File: config.mk
export PLATFORM = sky130hd
export DESIGN_NAME = wdog_twostage
export DESIGN_NICKNAME = d
export VERILOG_FILES = /design/src/rtl/wdog_pkg.sv /design/src/rtl/wdog_tick_gen.sv /design/src/rtl/wdog_down_cnt.sv /design/src/rtl/wdog_regs.sv /design/src/rtl/wdog_twostage.sv
export SDC_FILE = /design/constraint.sdc
export NUM_CORES = 1
export LEC_CHECK = 0
export CORE_MARGIN = 1.5
export CORE_UTILIZATION = 51
export CTS_CLUSTER_SIZE = 40
export DETAILED_ROUTE_END_ITERATION = 7
export GPL_TIMING_DRIVEN = 0
export MAX_ROUTING_LAYER = met4
export PLACE_DENSITY = 0.76
export SLEW_MARGIN = 20
export SYNTH_ARGS = -nofsm -noshare
export SYNTH_HDL_FRONTEND = slang
export SYNTH_SLANG_ARGS = --single-unit
File: constraint.sdc
create_clock -name clk -period 1.8 [get_ports clk]
set_clock_uncertainty 0.1 [all_clocks]
set_input_delay 0.36 -clock clk [delete_from_list [all_inputs] [get_ports clk]]
set_output_delay 0.36 -clock clk [all_outputs]
set_load 0.05 [all_outputs]
File: src/rtl/wdog_pkg.sv
package wdog_pkg;
   localparam int DATA_W = 16;
   localparam int ADDR_W = 2;

   typedef enum logic [ADDR_W-1:0] {
      REG_COUNT = 2'd0,
      REG_START = 2'd1,
      REG_CTRL  = 2'd2,
      REG_FLAGS = 2'd3
   } wd_reg_e;

   localparam int CTRL_HALT  = 0;
   localparam int CTRL_IRQEN = 1;

   localparam int FLAG_FIRST   = 0;
   localparam int FLAG_SECOND  = 1;
   localparam int FLAG_BLOCKED = 2;
endpackage

File: src/rtl/wdog_tick_gen.sv
module wdog_tick_gen #(
   parameter int TICK_CLKS = 4
) (
   input  logic clk,
   input  logic rst_n,
   input  logic run,
   input  logic restart,
   output logic tick
);
   generate
      if (TICK_CLKS == 1) begin : g_every_clock
         assign tick = run;
      end else begin : g_divider
         localparam int PW = $clog2(TICK_CLKS);
         localparam logic [PW-1:0] LAST = PW'(TICK_CLKS - 1);
         logic [PW-1:0] phase;

         always_ff @(posedge clk or negedge rst_n) begin
            if (!rst_n)
               phase <= '0;
            else if (!run || restart || phase == LAST)
               phase <= '0;
            else
               phase <= phase + 1'b1;
         end

         assign tick = run && (phase == LAST);
      end
   endgenerate
endmodule

File: src/rtl/wdog_down_cnt.sv
module wdog_down_cnt #(
   parameter int CNT_W     = 10,
   parameter int RESET_VAL = 50
) (
   input  logic             clk,
   input  logic             rst_n,
   input  logic             load,
   input  logic             tick,
   input  logic [CNT_W-1:0] load_val,
   output logic [CNT_W-1:0] count,
   output logic             expire
);
   localparam logic [CNT_W-1:0] ONE   = CNT_W'(1);
   localparam logic [CNT_W-1:0] RST_V = CNT_W'(RESET_VAL);

   assign expire = tick && !load && (count == ONE);

   always_ff @(posedge clk or negedge rst_n) begin
      if (!rst_n)
         count <= RST_V;
      else if (load || expire)
         count <= load_val;
      else if (tick)
         count <= count - ONE;
   end
endmodule

File: src/rtl/wdog_regs.sv
module wdog_regs
   import wdog_pkg::*;
#(
   parameter int CNT_W        = 10,
   parameter int MIN_LOAD     = 4,
   parameter int DEFAULT_LOAD = 50
) (
   input  logic              clk,
   input  logic              rst_n,
   input  logic              bus_wr_en,
   input  logic [ADDR_W-1:0] bus_addr,
   input  logic [DATA_W-1:0] bus_wdata,
   output logic [DATA_W-1:0] bus_rdata,
   input  logic [CNT_W-1:0]  count,
   input  logic              expire,
   input  logic              reboot_block,
   output logic              reload_wr,
   output logic              halt,
   output logic [CNT_W-1:0]  start_val,
   output logic              irq_pulse,
   output logic              rst_req
);
   localparam logic [CNT_W-1:0]  MIN_V = CNT_W'(MIN_LOAD);
   localparam logic [DATA_W-1:0] DEF_V = DATA_W'(DEFAULT_LOAD);

   wd_reg_e          sel;
   logic             wr_start, wr_ctrl, wr_flags;
   logic [DATA_W-1:0] start_q;
   logic             irq_en;
   logic             flg_first, flg_second, flg_blocked;
   logic             first_evt, second_evt;

   assign sel       = wd_reg_e'(bus_addr);
   assign reload_wr = bus_wr_en && (sel == REG_COUNT);
   assign wr_start  = bus_wr_en && (sel == REG_START);
   assign wr_ctrl   = bus_wr_en && (sel == REG_CTRL);
   assign wr_flags  = bus_wr_en && (sel == REG_FLAGS);

   assign first_evt  = expire && !flg_first;
   assign second_evt = expire && flg_first;

   always_ff @(posedge clk or negedge rst_n) begin
      if (!rst_n)
         start_q <= DEF_V;
      else if (wr_start && bus_wdata[CNT_W-1:0] >= MIN_V)
         start_q <= bus_wdata;
   end
   assign start_val = start_q[CNT_W-1:0];

   always_ff @(posedge clk or negedge rst_n) begin
      if (!rst_n) begin
         halt   <= 1'b1;
         irq_en <= 1'b0;
      end else if (wr_ctrl) begin
         halt   <= bus_wdata[CTRL_HALT];
         irq_en <= bus_wdata[CTRL_IRQEN];
      end
   end

   always_ff @(posedge clk or negedge rst_n) begin
      if (!rst_n) begin
         flg_first   <= 1'b0;
         flg_second  <= 1'b0;
         flg_blocked <= 1'b0;
      end else begin
         if (first_evt)
            flg_first <= 1'b1;
         else if (wr_flags && bus_wdata[FLAG_FIRST])
            flg_first <= 1'b0;

         if (second_evt)
            flg_second <= 1'b1;
         else if (wr_flags && bus_wdata[FLAG_SECOND])
            flg_second <= 1'b0;

         if (second_evt && reboot_block)
            flg_blocked <= 1'b1;
         else if (wr_flags && bus_wdata[FLAG_BLOCKED])
            flg_blocked <= 1'b0;
      end
   end

   always_ff @(posedge clk or negedge rst_n) begin
      if (!rst_n) begin
         irq_pulse <= 1'b0;
         rst_req   <= 1'b0;
      end else begin
         irq_pulse <= first_evt && irq_en;
         if (second_evt && !reboot_block)
            rst_req <= 1'b1;
      end
   end

   always_comb begin
      bus_rdata = '0;
      case (sel)
         REG_COUNT: bus_rdata = DATA_W'(count);
         REG_START: bus_rdata = start_q;
         REG_CTRL: begin
            bus_rdata[CTRL_HALT]  = halt;
            bus_rdata[CTRL_IRQEN] = irq_en;
         end
         REG_FLAGS: begin
            bus_rdata[FLAG_FIRST]   = flg_first;
            bus_rdata[FLAG_SECOND]  = flg_second;
            bus_rdata[FLAG_BLOCKED] = flg_blocked;
         end
         default: bus_rdata = '0;
      endcase
   end
endmodule

File: src/rtl/wdog_twostage.sv
module wdog_twostage
   import wdog_pkg::*;
#(
   parameter int TICK_CLKS    = 150_000_000,
   parameter int CNT_W        = 10,
   parameter int MIN_LOAD     = 4,
   parameter int DEFAULT_LOAD = 50
) (
   input  logic              clk,
   input  logic              rst_n,
   input  logic              bus_wr_en,
   input  logic [ADDR_W-1:0] bus_addr,
   input  logic [DATA_W-1:0] bus_wdata,
   output logic [DATA_W-1:0] bus_rdata,
   input  logic              reboot_block,
   output logic              irq_pulse,
   output logic              rst_req
);
   localparam int CNT_MAX = (1 << CNT_W) - 1;

   generate
      if (CNT_W < 4 || CNT_W > DATA_W) begin : g_bad_width
         $error("wdog_twostage: CNT_W must lie between 4 and DATA_W");
      end
      if (MIN_LOAD < 2 || MIN_LOAD > CNT_MAX) begin : g_bad_min
         $error("wdog_twostage: MIN_LOAD out of range");
      end
      if (DEFAULT_LOAD < MIN_LOAD || DEFAULT_LOAD > CNT_MAX) begin : g_bad_default
         $error("wdog_twostage: DEFAULT_LOAD out of range");
      end
      if (TICK_CLKS < 1) begin : g_bad_tick
         $error("wdog_twostage: TICK_CLKS must be at least 1");
      end
   endgenerate

   logic             reload_wr;
   logic             halt;
   logic             tick;
   logic             expire;
   logic [CNT_W-1:0] start_val;
   logic [CNT_W-1:0] cnt_val;

   wdog_regs #(
      .CNT_W        (CNT_W),
      .MIN_LOAD     (MIN_LOAD),
      .DEFAULT_LOAD (DEFAULT_LOAD)
   ) u_regs (
      .clk          (clk),
      .rst_n        (rst_n),
      .bus_wr_en    (bus_wr_en),
      .bus_addr     (bus_addr),
      .bus_wdata    (bus_wdata),
      .bus_rdata    (bus_rdata),
      .count        (cnt_val),
      .expire       (expire),
      .reboot_block (reboot_block),
      .reload_wr    (reload_wr),
      .halt         (halt),
      .start_val    (start_val),
      .irq_pulse    (irq_pulse),
      .rst_req      (rst_req)
   );

   wdog_tick_gen #(
      .TICK_CLKS (TICK_CLKS)
   ) u_tick (
      .clk     (clk),
      .rst_n   (rst_n),
      .run     (!halt),
      .restart (reload_wr),
      .tick    (tick)
   );

   wdog_down_cnt #(
      .CNT_W     (CNT_W),
      .RESET_VAL (DEFAULT_LOAD)
   ) u_cnt (
      .clk      (clk),
      .rst_n    (rst_n),
      .load     (reload_wr),
      .tick     (tick),
      .load_val (start_val),
      .count    (cnt_val),
      .expire   (expire)
   );
endmodule

Yosys cells after proc, flatten, opt, wreduce, memory -nomap -nowiden
Cells that the tools add are included.

word-level totals
  register bits = 61
  output and inout bits = 18
  logic and storage cells = 58

operators by class
  add/sub/neg operators = 2
  order comparisons = 1
  equal/unequal tests = 5
  multiplexer cells = 12
  reduce and logical (&&, ||, !) cells = 28

operator list
  operator                 number
  $add A28 B1 Y28 const B  1
  $eq A28 B28 Y1 const B   1
  $mux W28                 1
  $pmux W13 S2             1
  $mux W10                 2
  $logic_and A1 B1 Y1      16
  $eq A10 B1 Y1 const B    1
  $ge A10 B3 Y1 const B    1
  $sub A10 B1 Y10 const B  1
  $pmux W2 S4              1
  $reduce_bool A2 Y1       4
  $mux W1                  6
  $eq A2 B2 Y1 const B     2
  $logic_not A1 Y1         4
  $logic_or A1 B1 Y1       3
  $pmux W1 S3              1
  $eq A2 B1 Y1 const B     1
  $logic_not A2 Y1         1

Longest topological paths before layout
Gate-level depths: netlist (run 1).

  word-level depth = 8
  mapped depth = 8
  gate-level depth less buffers = 7

Hierarchy
From an unflattened synthesis (run 1), not the netlist that was laid out.

unflattened totals
  cell total of the unflattened synthesis = 324
  area, all modules = 3422.0 µm²

modules (own cells, without submodules)
  module         instances  cells each  area an instance (µm²)  sequential area each (µm²)
  wdog_tick_gen  1          160         1547.7                  700.7
  wdog_regs      1          98          1237.4                  580.6
  wdog_down_cnt  1          65          633.1                   254.0
  wdog_twostage  1          1           3.8                     0.0

Worst setup path before layout (run 1)
OpenSTA, ideal clock, no wires.

  path type = input to output
  from = input bus_addr[0]
  to = output bus_rdata[3]
  data arrival time = 1.530 ns
  required time = 1.340 ns
  setup slack = -0.190 ns
  cell stages on the path = 3
  buffers on the path = 1
  path through = buf_1 > mux2i_1 > nor2_1

between the ends
  word-level cells in the longest chain between the ends = 2
  elaborated cells on any way between the ends = 3

ends and longest elaborated chain
  element                                           RTL line             text
  start, declared                                   wdog_twostage.sv:12  input logic [ADDR_W-1:0] bus_addr,
  $eq A2 B1 Y1 or $logic_not A2 Y1 (tied branches)  wdog_regs.sv:96      case (sel)
  $pmux W13 S2 (*)                                  wdog_regs.sv:96
  end, declared                                     wdog_twostage.sv:14  output logic [DATA_W-1:0] bus_rdata,

Every way passes the cells marked *; elsewhere a longest branch is shown, timed or not.

Worst setup path after layout (run 1)
  from = register u_tick.g_divider.phase[11]
  to = register u_tick.g_divider.phase[21]

between the ends
  word-level cells in the longest chain between the ends = 3
  elaborated cells on any way between the ends = 4

ends and longest elaborated chain
  element                                                  RTL line             text
  start, declared                                          wdog_tick_gen.sv:16  logic [PW-1:0] phase;
  start signal, assigned                                   wdog_tick_gen.sv:24  phase <= phase + 1'b1;
  branches (longest 2 deep; another with $add A28 B1 Y28)  n/a
  $mux W28 (*)                                             wdog_tick_gen.sv:21  else if (!run || restart || phase == LAST)

Every way passes the cells marked *.
A chain may end at the register's enable or synchronous reset.

==> impl_metrics.yaml, run 1 <==
logic_synthesis:
  synth_top_cells_by_area: "dfrtp_1, nor2_1, dfstp_2"
  yosysWarnings: 0
  synthArstFlopShare: 1.00
  synth_top_flop_cell: "dfrtp_1"
  netlist_area_mm2: 0.00337
  syn_area_per_cell_um2: 10.2
  seq_area_frac_synth: 0.456
  synth_cells: 330
  synth_top_cell_by_area: "dfrtp_1"
  synth_edf_count: 0
  ys_types: 59
  synth.top_cell.area_share: 0.401
  syn_nets: 355
  synth_seq_cells: 61
sta:
  slew_headroom: 0.561
  setup_tns_ps: -7130
  final_hold_viol_count: 0
  rsz0062_at_grt: "true"
  hold-worst-slack_ps: 249
  final_max_slew_viol_count: 0
  setup_slack_ps: -207
  tightest_slew_ps: 653
  max_freq_mhz: 498
  setup_viol: 47
  min_period_ps: 2010
  period_share: 1.11
worst_setup_path:
  crit_start: "u_tick.g_divider.phase[11]$_DFF_PN0_"
  slowest_stage: "dfrtp_2"
  slowest_delay_ps: 490
  crit_family: "simple AND/OR/NAND/NOR gates"
  worstSetupEndpointType: "register"
  crit_chain: "nor4b_4, nand4_1, buf_4, nor3b_4, nand2b_4, buf_12, buf_8, nor2_2"
  critPathBufInv: 3
  reg2reg_from: "u_tick.g_divider.phase[11]$_DFF_PN0_"
  arrival_ps: 2150
  start_kind: "register"
  worstSetupPathType: "register to register"
  critical_path.max_fanout: 7
  worstPathRequired_ps: 1940
grt:
  grt_usage: 0.271
  overflow: 0
  first_global_vias: 2874
  grt_antenna_before_repair: 0
  grt_pass1_wl_um: 14700
  grt_max_degree: 57
power:
  leakagePower_nw: 2.05
  p_comb_frac: 0.270
  irDropWorstVdd_uv: 653
  p_seq_frac: 0.421
  p_clk_frac: 0.309
  switchingPower_mw: 1.38
  intPower_mw: 2.70
  p_sw_frac: 0.339
  power_density_mw_per_mm2: 848
routing:
  routed_via_density: 6.02
  antenna_left: 0
  vias: 2993
  wl_per_cell_um: 19.1
  remaining_drc_errors: 0
  drt-initial-drc-count: 265
  dr.pass1.iters: 5
  wirelength_um: 9480
placed_design:
  portBuffers: 39
  hpwlAfterDp_um: 5320
  post-place-ws_ps: -1310
  routabilityCongestion: 0.946
  placed_area_mm2: 0.00394
die:
  die_height_um: 84.3
  boundaryPins: 40
  initial_core_util: 0.531
  core_area_mm2: 0.00635
  die_w_um: 84.3
  rows: 29
  die_area_mm2: 0.00710
final_layout:
  final_area_mm2: 0.00481
  drive_gt1_frac: 0.481
  final_nets: 440
  post-route-util: 0.758
  area_growth_pct: 42.9
  n_antenna_cell: 0
job:
  cap_violations: 0
clock_network:
  clock-sinks: 61
  clock_latency_ps: 360
  cts_buffer_depth: 2
  h-tree-depth: 3
  numCtsBuffers: 9
  cts-root-buf: "clkbuf_8"
  cts_tree: "built"
  clk_pin_slew_worst_paths_ps: 90
outcome:
  status: "complete, but fails checks"
  violations: "negative setup slack"
min_path:
  min-delay-path-class: "input pin to async pin"
## cells in the final DEF, fill, tap and decap left out, types with 5 or more instances in the layout
master           netlist  layout
nand4_1               11      11
dfrtp_2                0       9
nand2_1               26      24
nor2_1                51      15
nor2_4                 0       8
nor2_2                 0      28
mux2_2                16      16
dfstp_2                7       7
o21ai_0                8       5
buf_4                  2      26
clkbuf_8               0      10
clkdlybuf4s50_1        0      18
inv_1                 12      11
buf_6                  6      15
nand3_1               14      11
buf_2                  1       8
xor2_1                19      18
dfrtp_1               54      45
xnor2_1                7       7
mux2i_1                8       8
and3_1                 8       8
and2_1                 6       6
## layer usage
| layer | global-route usage | up-vias | wire length, um |
|---|---|---|---|
| li1 | - | 1339 | - |
| met1 | 0.362 | 1498 | 4010 |
| met2 | 0.412 | 131 | 4780 |
| met3 | 0.0452 | 25 | 472 |
| met4 | 0.110 | 0 | 213 |
| met5 | - | - | 0 |
## power groups by stage
stage               clock network (mW)  registers, mW  logic (mW)
floorplan                            0           1.67       0.583
global placement                     0           1.72       0.804
detailed placement                   0           1.72       0.827
CTS                               1.25           1.70        1.00
global route                      1.34           1.73        1.17
finish                            1.26           1.72        1.10
## kinds of logic (layout without fill, tap and decap cells)
| logic type | count (synthesis) | after routing | synth area share |
|---|---|---|---|
| flops | 61 | 61 | 0.456 |
| compound gates | 34 | 34 | 0.0724 |
| xor+xnor | 26 | 26 | 0.0676 |
| mux | 26 | 26 | 0.0906 |
| fa+ha+maj | 3 | 3 | 0.0111 |
| buf+inv | 24 | 114 | 0.0427 |
| simple gates | 156 | 156 | 0.260 |
## cell type report
cell class | instances | area, um^2
fillers | 387 | 1540
plain buffers | 11 | 121
multi-input cells | 245 | 2090
flip-flops and latches | 61 | 1550
well taps | 77 | 96.3
clock inverters | 7 | 76.3
inverters | 12 | 45.0
repair buffers | 75 | 716
clock buffers | 9 | 124
## cells in the mapped netlist, types with 3 or more instances
cell and count:
mux2i_1 8, nor3_1 6, inv_1 12, o21ai_0 8
and4_2 3, and3_1 8, mux2_2 16, ha_1 3
xnor2_1 7, a21oi_1 3, a31oi_1 4, buf_6 6
nor3b_1 3, nand4_1 11, nand2_1 26, dfrtp_1 54
nor2_1 51, a221o_1 3, nand3_1 14, xor2_1 19
nor4_1 3, and4_1 3, and2_1 6, dfstp_2 7
## flip-flops by register name, summed over array words and instances, names as in the netlist
signal                  count
u_cnt.count                10
u_regs.flg_blocked          1
u_regs.flg_first            1
u_regs.flg_second           1
u_regs.halt                 1
u_regs.irq_en               1
u_regs.irq_pulse            1
u_regs.rst_req              1
u_regs.start_q             16
u_tick.g_divider.phase     28
## metrics by stage
step | total power [mW] | cells
finish | 4.08 | 497
global route | 4.24 | 497
CTS | 3.96 | 490
detailed placement | 2.55 | 447
global placement | 2.52 | 446
floorplan | 2.25 | 330
## timing repair
item	CTS	global route
buffers inserted	21	11
hold buffers	1	0
setup endpoints to repair	79	66
gates cloned	5	1
hold endpoints to repair	55	0
resized for setup	147	73
pin swaps	17	22
## final timing paths
path	end	slack, ps	cells past startpoint
worst max-delay path	u_tick.g_divider.phase[21]$_DFF_PN0_	-210	8
worst min-delay path	u_regs.start_q[11]$_DFFE_PN0P_	250	2
worst max register to register	u_tick.g_divider.phase[21]$_DFF_PN0_	-210	8
worst min register to register	u_regs.rst_req$_DFFE_PN0P_	390	2
max in group asynchronous	u_regs.start_q[5]$_DFFE_PN1P_	810	3
min in group clk	u_regs.rst_req$_DFFE_PN0P_	390	2
No activity file was read; power rests on OpenSTA's default activity.
==> run 2, diff against run 1 <==
--- a/config.mk
+++ b/config.mk
@@ -5,8 +5,9 @@
 export SDC_FILE = /design/constraint.sdc
 export NUM_CORES = 1
 export LEC_CHECK = 0
+export ABC_AREA = 1
 export CORE_MARGIN = 1.5
-export CORE_UTILIZATION = 51
+export CORE_UTILIZATION = 52
 export CTS_CLUSTER_SIZE = 40
 export DETAILED_ROUTE_END_ITERATION = 7
 export GPL_TIMING_DRIVEN = 0
@@ -15,4 +16,5 @@
 export SLEW_MARGIN = 20
 export SYNTH_ARGS = -nofsm -noshare
 export SYNTH_HDL_FRONTEND = slang
+export SYNTH_HIERARCHICAL = 1
 export SYNTH_SLANG_ARGS = --single-unit
==> impl_metrics.yaml, run 2 <==
routing:
  drt-initial-drc-count: 298
  antenna_left: 0
  remaining_drc_errors: 0
  met2_length_um: 4400
  vias: 3564
  dr.pass1.iters: 4
  wl_per_cell_um: 13.2
  met3WireLength_um: 475
  drt-met1-wl_um: 4340
  wirelength_um: 9390
  top_layer_used: "met4"
  routed_via_density: 5.03
placed_design:
  routabilityCongestion: 0.907
  portBuffers: 37
  post-place-ws_ps: -654
  hpwlAfterDp_um: 6440
  dp_cells: 676
logic_synthesis:
  synth_top_cells_by_area: "dfrtp_1, nand2_1, nor2_1"
  synth_cells: 539
  seq_area_frac_synth: 0.399
  synth_top_flop_cell: "dfrtp_1"
  synth_fa_ha_area_frac: 0.00976
  syn_area_per_cell_um2: 7.14
  synthArstFlopShare: 1.00
  synth_top_family_by_area: "simple AND/OR/NAND/NOR gates"
  netlist_area_mm2: 0.00385
  syn_nets: 564
  synth_top_cell_by_area: "dfrtp_1"
  synth_xor_area_frac: 0.0296
  synthMuxAreaShare: 0
  ys_types: 33
  synth_edf_count: 0
  synth_seq_cells: 61
  synth.top_cell.area_share: 0.351
  yosysWarnings: 6
  yosys-top-cells-count: "nand2_1, nor2_1, inv_1, dfrtp_1, nand3_1"
  synthSimpleGateAreaFrac: 0.393
  yosysMostFrequentCell: "nand2_1"
  synth_compound_area_frac: 0.0527
worst_setup_path:
  start_kind: "register"
  crit_start: "u_tick/g_divider.phase[26]$_DFF_PN0_"
  crit_family: "simple AND/OR/NAND/NOR gates"
  reg2reg_from: "u_tick/g_divider.phase[26]$_DFF_PN0_"
  slowest_stage: "dfrtp_1"
  critical_path.max_fanout: 5
  critPathBufInv: 2
  worstPathRequired_ps: 1930
  worstSetupEndpointType: "register"
  crit_chain: "nor3_1, nand2_1, nor2_2, nand2_2, nor2_4, buf_6, nand2_4, nor2_4, nand3_2, nand2_4, buf_8, nand2_2, nand3_2, nand2_1"
  worstSetupPathType: "register to register"
  arrival_ps: 2230
  slowest_delay_ps: 440
grt:
  grt_usage: 0.255
  first_global_vias: 3163
  overflow: 0
  grt_antenna_before_repair: 0
  grt_pass1_wl_um: 14900
  grt_max_degree: 36
min_path:
  min-delay-path-class: "input pin to register"
  min_from: "bus_addr[1]"
sta:
  max_freq_mhz: 477
  period_share: 1.16
  slew_headroom: 0.670
  tightest_slew_ps: 497
  min_period_ps: 2100
  final_max_slew_viol_count: 0
  setup_slack_ps: -295
  final_hold_viol_count: 0
  rsz0062_at_grt: "true"
  hold-worst-slack_ps: 303
  setup_viol: 15
die:
  boundaryPins: 40
  die_height_um: 89.0
  rows: 31
  die_area_mm2: 0.00792
  initial_core_util: 0.533
  core_area_mm2: 0.00721
  die_w_um: 89.0
final_layout:
  final_nets: 630
  ff_latch_area_mm2: 0.00154
  final_common_cell: "nand2_1"
  post-route-util: 0.663
  final_cell_mix: "nand2_1, nor2_1, inv_1, dfrtp_1, nand3_1"
  multi_input_area_mm2: 0.00203
  n_antenna_cell: 0
  area_growth_pct: 24.4
  largest_reg_flops: 28
  drive_gt1_frac: 0.230
  nFillCells: 624
  stdcell_count: 709
  top_regs: "u_tick/g_divider.phase (28), u_regs/start_q (16), u_cnt/count (10)"
  largest_register: "u_tick/g_divider.phase"
clock_network:
  h-tree-depth: 3
  cts_tree: "built"
  clock-sinks: 61
  numCtsBuffers: 9
  cts_buffer_depth: 2
  clk_pin_slew_worst_paths_ps: 70
  clock_latency_ps: 340
  cts-root-buf: "clkbuf_8"
power:
  irDropWorstVdd_uv: 519
  power_density_mw_per_mm2: 811
  leakagePower_nw: 2.33
outcome:
  violations: "negative setup slack"
  status: "complete, but fails checks"
job:
  cap_violations: 0
==> run 2: cell count changes after synthesis, sizes merged, moves of 9 or more <==
cell   previous run  this run
nand2            26       186
inv              12        70
nor2             51        98
nand3            16        51
mux2             16         0
and3             10         0
buf              10        19
xor2             19        10
==> run 2: area by class of cell <==
type	instances	share of cell area
Clock buffer	12	0.0282
Multi-Input combinational cell	389	0.424
Clock inverter	4	0.00523
Timing Repair Buffer	55	0.100
Sequential cell	61	0.321
Tap cell	99	0.0259
Inverter	70	0.0583
Buffer	19	0.0371
==> run 2: cell families (layout without fill, tap and decap cells) <==
group | after synthesis | after routing
xor gates and xnor gates | 13 | 13
AOI/OAI and AO/OA | 29 | 29
adders and majority gates | 3 | 3
and+or+nand+nor | 344 | 344
DFF | 61 | 61
buffers and inverters | 89 | 160
==> run 2: path summary, 6_finish.rpt <==
| check | end | slack (ps) | cells past startpoint |
|---|---|---|---|
| hold / removal | u_regs/halt$_DFFE_PN1P_ | 300 | 3 |
| setup reg to reg | u_cnt/count[8]$_DFFE_PN0P_ | -300 | 14 |
| min in group asynchronous | u_tick/g_divider.phase[25]$_DFF_PN0_ | 370 | 2 |
| hold reg to reg | u_regs/start_q[15]$_DFFE_PN0P_ | 370 | 2 |
| max in group asynchronous | u_regs/start_q[1]$_DFFE_PN1P_ | 640 | 3 |
| setup / recovery | u_cnt/count[8]$_DFFE_PN0P_ | -300 | 14 |
==> run 2: worst min-delay path, delay by kind of cell <==
family	cells	cell delay [ps]
AOI/OAI and AO/OA	1	90
and+or+nand+nor	1	150
buffers and inverters	1	130
==> run 2: what timing repair did <==
action / CTS / global route
hold buffers: 1 / 0
pin swaps: 14 / 12
cloned: 1 / 0
setup endpoints to repair: 53 / 41
buffers inserted: 9 / 7
endpoints found under the hold margin: 25 / 0
resized for setup: 86 / 35
==> run 2: stage by stage <==
step	total power, mW	TNS, ps	cell area (um^2)
after floorplan	2.42	-3480	3850
after global placement	2.69	-129260	4340
after detailed placement	2.73	-26300	4360
after CTS	3.83	-4960	4650
after global routing	4.11	-5430	4790
final	3.88	-3720	4790
==> run 2: where the power goes <==
| group | internal, mW | switching [mW] | total [mW] |
|---|---|---|---|
| Clock | 0.496 | 0.547 | 1.04 |
| Sequential | 1.55 | 0.187 | 1.74 |
| Combinational | 0.447 | 0.655 | 1.10 |
| Total | 2.49 | 1.39 | 3.88 |
==> run 2: layer usage <==
| metal | vias to the layer above | global-route usage |
|---|---|---|
| met5 | - | - |
| met4 | 0 | 0.0965 |
| met3 | 17 | 0.0591 |
| met2 | 95 | 0.375 |
| met1 | 1659 | 0.345 |
| li1 | 1793 | - |
